File: src/rtl/port_ioc_pkg.sv
package port_ioc_pkg;
  localparam int unsigned PORT_W_DEF = 8;
  localparam int unsigned MON_LO_DEF = 4;
  localparam int unsigned SYNC_N_DEF = 2;

  typedef enum logic {
    DIR_OUT = 1'b0,
    DIR_IN  = 1'b1
  } dir_e;
endpackage

File: src/rtl/port_ioc_sync.sv
module port_ioc_sync #(
  parameter int unsigned W      = 8,
  parameter int unsigned STAGES = 2
) (
  input  logic         clk,
  input  logic         rst_n,
  input  logic [W-1:0] d,
  output logic [W-1:0] q
);
  logic [W-1:0] stg [STAGES];

  always_ff @(posedge clk or negedge rst_n) begin
    if (!rst_n) begin
      for (int i = 0; i < int'(STAGES); i++) stg[i] <= '0;
    end else begin
      stg[0] <= d;
      for (int i = 1; i < int'(STAGES); i++) stg[i] <= stg[i-1];
    end
  end

  assign q = stg[STAGES-1];
endmodule

File: src/rtl/port_ioc_regs.sv
module port_ioc_regs
  import port_ioc_pkg::*;
#(
  parameter int unsigned W = PORT_W_DEF
) (
  input  logic         clk,
  input  logic         rst_n,
  input  logic         lat_wr,
  input  logic         dir_wr,
  input  logic [W-1:0] wr_data,
  output logic [W-1:0] lat_q,
  output logic [W-1:0] dir_q
);
  always_ff @(posedge clk or negedge rst_n) begin
    if (!rst_n) begin
      lat_q <= '0;
      dir_q <= {W{DIR_IN}};
    end else begin
      if (lat_wr) lat_q <= wr_data;
      if (dir_wr) dir_q <= wr_data;
    end
  end
endmodule

File: src/rtl/port_ioc_detect.sv
module port_ioc_detect
  import port_ioc_pkg::*;
#(
  parameter int unsigned MW = 4
) (
  input  logic          clk,
  input  logic          rst_n,
  input  logic [MW-1:0] pin_s,
  input  logic [MW-1:0] dir_m,
  input  logic          rd_port,
  input  logic          flag_clr,
  input  logic          en_wr,
  input  logic          en_data,
  output logic          flag,
  output logic          irq
);
  logic [MW-1:0] snap_q;
  logic [MW-1:0] diff;
  logic          en_q;
  logic          any_diff;

  for (genvar g = 0; g < int'(MW); g++) begin : g_cmp
    assign diff[g] = (pin_s[g] ^ snap_q[g]) & (dir_m[g] == DIR_IN);
  end

  assign any_diff = |diff;

  always_ff @(posedge clk or negedge rst_n) begin
    if (!rst_n) begin
      snap_q <= '0;
      flag   <= 1'b0;
      en_q   <= 1'b0;
    end else begin
      if (rd_port) snap_q <= pin_s;
      if (en_wr)   en_q   <= en_data;
      if (flag_clr)      flag <= 1'b0;
      else if (any_diff) flag <= 1'b1;
    end
  end

  assign irq = flag & en_q;
endmodule

File: src/rtl/port_ioc.sv
module port_ioc
  import port_ioc_pkg::*;
#(
  parameter int unsigned PORT_W = PORT_W_DEF,
  parameter int unsigned MON_LO = MON_LO_DEF,
  parameter int unsigned SYNC_N = SYNC_N_DEF
) (
  input  logic              clk,
  input  logic              rst_n,
  input  logic [PORT_W-1:0] pin_i,
  output logic [PORT_W-1:0] pin_o,
  output logic [PORT_W-1:0] pin_oe,
  input  logic              lat_wr,
  input  logic              dir_wr,
  input  logic [PORT_W-1:0] wr_data,
  input  logic              rd_port,
  output logic [PORT_W-1:0] rd_data,
  input  logic              en_wr,
  input  logic              en_data,
  input  logic              flag_clr,
  output logic              chg_flag,
  output logic              irq
);
  localparam int unsigned MW = PORT_W - MON_LO;

  logic [PORT_W-1:0] pin_s;
  logic [PORT_W-1:0] lat_q;
  logic [PORT_W-1:0] dir_q;

  port_ioc_sync #(.W(PORT_W), .STAGES(SYNC_N)) u_sync (
    .clk(clk), .rst_n(rst_n), .d(pin_i), .q(pin_s)
  );

  port_ioc_regs #(.W(PORT_W)) u_regs (
    .clk(clk), .rst_n(rst_n), .lat_wr(lat_wr), .dir_wr(dir_wr),
    .wr_data(wr_data), .lat_q(lat_q), .dir_q(dir_q)
  );

  port_ioc_detect #(.MW(MW)) u_det (
    .clk(clk), .rst_n(rst_n),
    .pin_s(pin_s[PORT_W-1:MON_LO]), .dir_m(dir_q[PORT_W-1:MON_LO]),
    .rd_port(rd_port), .flag_clr(flag_clr),
    .en_wr(en_wr), .en_data(en_data),
    .flag(chg_flag), .irq(irq)
  );

  assign pin_o   = lat_q;
  assign pin_oe  = ~dir_q;
  assign rd_data = pin_s;
endmodule

File: config.mk
export PLATFORM = sky130hd
export DESIGN_NAME = port_ioc
export DESIGN_NICKNAME = d
export VERILOG_FILES = /design/src/rtl/port_ioc_pkg.sv /design/src/rtl/port_ioc_sync.sv /design/src/rtl/port_ioc_regs.sv /design/src/rtl/port_ioc_detect.sv /design/src/rtl/port_ioc.sv
export SDC_FILE = /design/constraint.sdc
export NUM_CORES = 1
export LEC_CHECK = 0
export ABC_AREA = 1
export BUFFER_PORTS_ARGS = -buffer_cell sky130_fd_sc_hd__buf_2
export CELL_PAD_IN_SITES_DETAIL_PLACEMENT = 0
export CELL_PAD_IN_SITES_GLOBAL_PLACEMENT = 1
export CORE_AREA = 2 2 65 67
export CTS_CLUSTER_SIZE = 12
export DETAILED_ROUTE_END_ITERATION = 7
export DIE_AREA = 0 0 67 69
export MAX_ROUTING_LAYER = met4
export PLACE_DENSITY = 0.81
export SLEW_MARGIN = 20
export SYNTH_ARGS = -nofsm -noshare
export SYNTH_HDL_FRONTEND = slang
export SYNTH_SLANG_ARGS = --single-unit
File: constraint.sdc
create_clock -name clk -period 1.2 [get_ports clk]
set_clock_uncertainty 0.05 [all_clocks]
set_input_delay 0.06 -clock clk [delete_from_list [all_inputs] [get_ports clk]]
set_output_delay 0.06 -clock clk [all_outputs]
set_load 0.005 [all_outputs]
==> flow_summary_export.csv <==
group,metric,value,unit
cells_and_area,drive_above_1_share,41.0,%
worst_setup_path,crit_path_end_kind,"output pin",
timing,hold_ws,35.7,ps
worst_setup_path,critical_path_class,"reg -> out",
run,timing.max_cap.violations,0,
worst_setup_path,worst-endpoint-required,1090,ps
floorplan,core,3910,um2
worst_setup_path,cpLargestDelayFamily,"flip-flops",
floorplan,die_h,69,um
route,routed-wl-met3,120,um
worst_setup_path,critical_path_buf_inv_count,2,
timing,fin_crit_sh,91.0,%
synthesis,synth_seq_area_share,68.2,%
clocking,clock_latency,280,ps
route,drc,0,
worst_setup_path,setup.reg_to_reg.worst_slack,230,ps
synthesis,synth.avg_cell_area,12.4,um2
global_route,grt_pass1_vias,1074,
timing,grt_setup_unrepaired,"no",
worst_setup_path,crit_chain,"inv_1 > buf_2",
timing,report.final.setup_viol,0,
worst_setup_path,critical_path_arrival,980,ps
power,max_ir_drop_vdd,0.909,mV
route,detailedRoute.firstPassIterationCount,4,
place,globalplace.congestion,0.660,
synthesis,netlist-cell-type-count,12,
clocking,cts.reportedPaths.clkPinSlew,70,ps
global_route,grt_pass1_wl,4780,um
synthesis,post_synth_instance_area,1410,um2
route,m1_wl,1100,um
synthesis,synth_largest_area_cell,"sky130_fd_sc_hd__dfrtp_1",
clocking,clock_tree.htree_level_count,2,
floorplan,num_io_pins,50,
timing,achievable-frequency,0.916,GHz
route,met2WireLength,1560,um
timing,timing_max_transition_violations_final,0,
hold_path,min_path_type,"in -> reg",
cells_and_area,nFillCells,375,
clocking,cts_made_buffers,5,
cells_and_area,net_count_final,206,
clocking,cts.sinks,38,
cells_and_area,num_antenna_cells,0,
cells_and_area,ff_latch_area,961,um2
synthesis,mappedNetlistNets,138,
global_route,antenna_found_initial,0,
route,top_layer,"met4",
worst_setup_path,setup.worst_path.start_class,"flop",
clocking,cts_tree,"done",
floorplan,fp.dieArea,4620,um2
timing,period_needed,1090,ps
global_route,globalRouteOverflowTotal,0,
cells_and_area,flow.area_growth_from_synthesis,38.0,%
timing,setup-tns-final,0,ps
floorplan,std_cell_rows,23,
place,detailed_place_hpwl,1980,um
power,static_leak,0.994,nW
global_route,grt_util_all_layers,14.4,%
place,io_buffer_count,49,
worst_setup_path,critPathSlowestCell,"sky130_fd_sc_hd__dfstp_2",
route,drt.antenna.violating_nets,0,
synthesis,syn-instance-count,114,
synthesis,yosys_warnings,0,
synthesis,synth.ff_latch_count,38,
route,post_drt_wl_per_cell,12.1,um
floorplan,chipWidth,67,um
clocking,max-clock-path-buffers,2,
synthesis,synth_largest_type_area_fraction,53.3,%
route,detailedRoute.firstIterationViolations,25,
floorplan,initial_utilization,36.0,%
route,num_vias,980,
route,viasPerCell,4.21,
clocking,ctsRootBufferMaster,"sky130_fd_sc_hd__clkbuf_8",
global_route,grt_start_max_net_pins,25,
timing,max_slew.worst_pin.slew,499,ps
timing,slew_headroom,66.7,%
synthesis,ys_top_cells_by_area,"sky130_fd_sc_hd__dfrtp_1 (53%), sky130_fd_sc_hd__dfstp_2 (15%), sky130_fd_sc_hd__mux2_4 (8.5%)",
route,drt-total-wl,2810,um
power,power_per_cell_area,1360,nW/um2
worst_setup_path,max_stage_delay,530,ps
outcome,outcome,"finished, final reports clean",
cells_and_area,multi_input_area,309,um2
worst_setup_path,worstPathMaxFanout,2,
timing,finalHoldViolations,0,
-- power breakdown --
part	leakage (nW)	internal, mW	switching [mW]	total, mW
clock network	0.0482	0.463	0.394	0.857
registers	0.437	1.40	0.0479	1.44
logic	0.510	0.193	0.155	0.349
-- cells in the final DEF, fill, tap and decap left out --
| cell type | n |
|---|---|
| sky130_fd_sc_hd__clkbuf_8 | 6 |
| sky130_fd_sc_hd__clkbuf_1 | 1 |
| sky130_fd_sc_hd__dfrtp_1 | 30 |
| sky130_fd_sc_hd__clkinv_2 | 1 |
| sky130_fd_sc_hd__dlygate4sd3_1 | 20 |
| sky130_fd_sc_hd__buf_4 | 2 |
| sky130_fd_sc_hd__nand3_1 | 4 |
| sky130_fd_sc_hd__nor2_1 | 3 |
| sky130_fd_sc_hd__o21ai_0 | 12 |
| sky130_fd_sc_hd__o21bai_1 | 1 |
| sky130_fd_sc_hd__mux2_4 | 8 |
| sky130_fd_sc_hd__nand2_1 | 21 |
| sky130_fd_sc_hd__buf_2 | 49 |
| sky130_fd_sc_hd__mux2_2 | 1 |
| sky130_fd_sc_hd__dfstp_2 | 8 |
| sky130_fd_sc_hd__inv_1 | 16 |
-- synth_stat cells --
master                     number
sky130_fd_sc_hd__nand3_1        4
sky130_fd_sc_hd__inv_1         16
sky130_fd_sc_hd__nor2_1         3
sky130_fd_sc_hd__o21bai_1       1
sky130_fd_sc_hd__buf_6          1
sky130_fd_sc_hd__mux2_4         8
sky130_fd_sc_hd__dfrtp_1       30
sky130_fd_sc_hd__buf_4          9
sky130_fd_sc_hd__nand2_1       21
sky130_fd_sc_hd__dfstp_2        8
sky130_fd_sc_hd__o21ai_0       12
sky130_fd_sc_hd__mux2_2         1
-- per-layer routing --
metal	global-route usage, %	vias up
met2	24.3	31
li1	-	482
met1	15.0	465
met4	6.12	0
met5	-	-
met3	4.73	2
-- path summary, 6_finish.rpt --
path | from | endpoint | depth (start not counted)
min in group asynchronous | rst_n | u_regs.lat_q[3] | 2
worst max-delay path | u_regs.dir_q[6] | pin_oe[6] | 2
worst min-delay path | rd_port | u_det.snap_q[3] | 2
worst max register to register | u_regs.dir_q[4] | u_det.flag | 4
max in group asynchronous | rst_n | u_sync.q[1] | 3
worst min register to register | u_sync.stg[13] | u_sync.q[5] | 0
-- cell families (layout without fill, tap and decap cells) --
kind of cell	Yosys count	count (layout)	share of synthesized area, %
AOI/OAI and AO/OA	13	13	4.80
muxes	9	9	9.33
buffers and inverters	26	95	9.86
DFF	38	38	68.2
and+or+nand+nor	28	28	7.82
-- registers in the layout (all words and copies together) (netlist names) --
register	count
u_regs.dir_q	8
u_regs.lat_q	8
u_sync.q	8
u_sync.stg	8
u_det.snap_q	4
u_det.en_q	1
u_det.flag	1
-- through the flow --
| stage | worst slack, ps | utilization, % | power (mW) | area (um2) | std cells |
|---|---|---|---|---|---|
| after global routing | 63.9 | 49.7 | 2.80 | 1940 | 233 |
| after floorplan | 309 | - | 1.61 | 1410 | 114 |
| after CTS | 92.7 | 49.7 | 2.69 | 1940 | 233 |
| final | 109 | 49.7 | 2.65 | 1940 | 233 |
| after detailed placement | 240 | 42.2 | 1.77 | 1650 | 205 |
| after global placement | 251 | 42.2 | 1.75 | 1650 | 205 |
-- area by class of cell --
class                           count  share of cell area (%)
Clock buffer                        7                    4.44
Inverter                           16                    3.09
Multi-Input combinational cell     50                    15.9
Clock inverter                      1                   0.257
Sequential cell                    38                    49.4
Timing Repair Buffer               71                    23.7
Tap cell                           50                    3.22
-- timing repair --
| item | 4_1_cts | 5_1_grt |
|---|---|---|
| setup buffers | 0 | 0 |
| hold buffers | 20 | 0 |
| hold endpoints to repair | 40 | 0 |
| gates resized for setup | 0 | 0 |
Power figures use the tool's default switching activity.
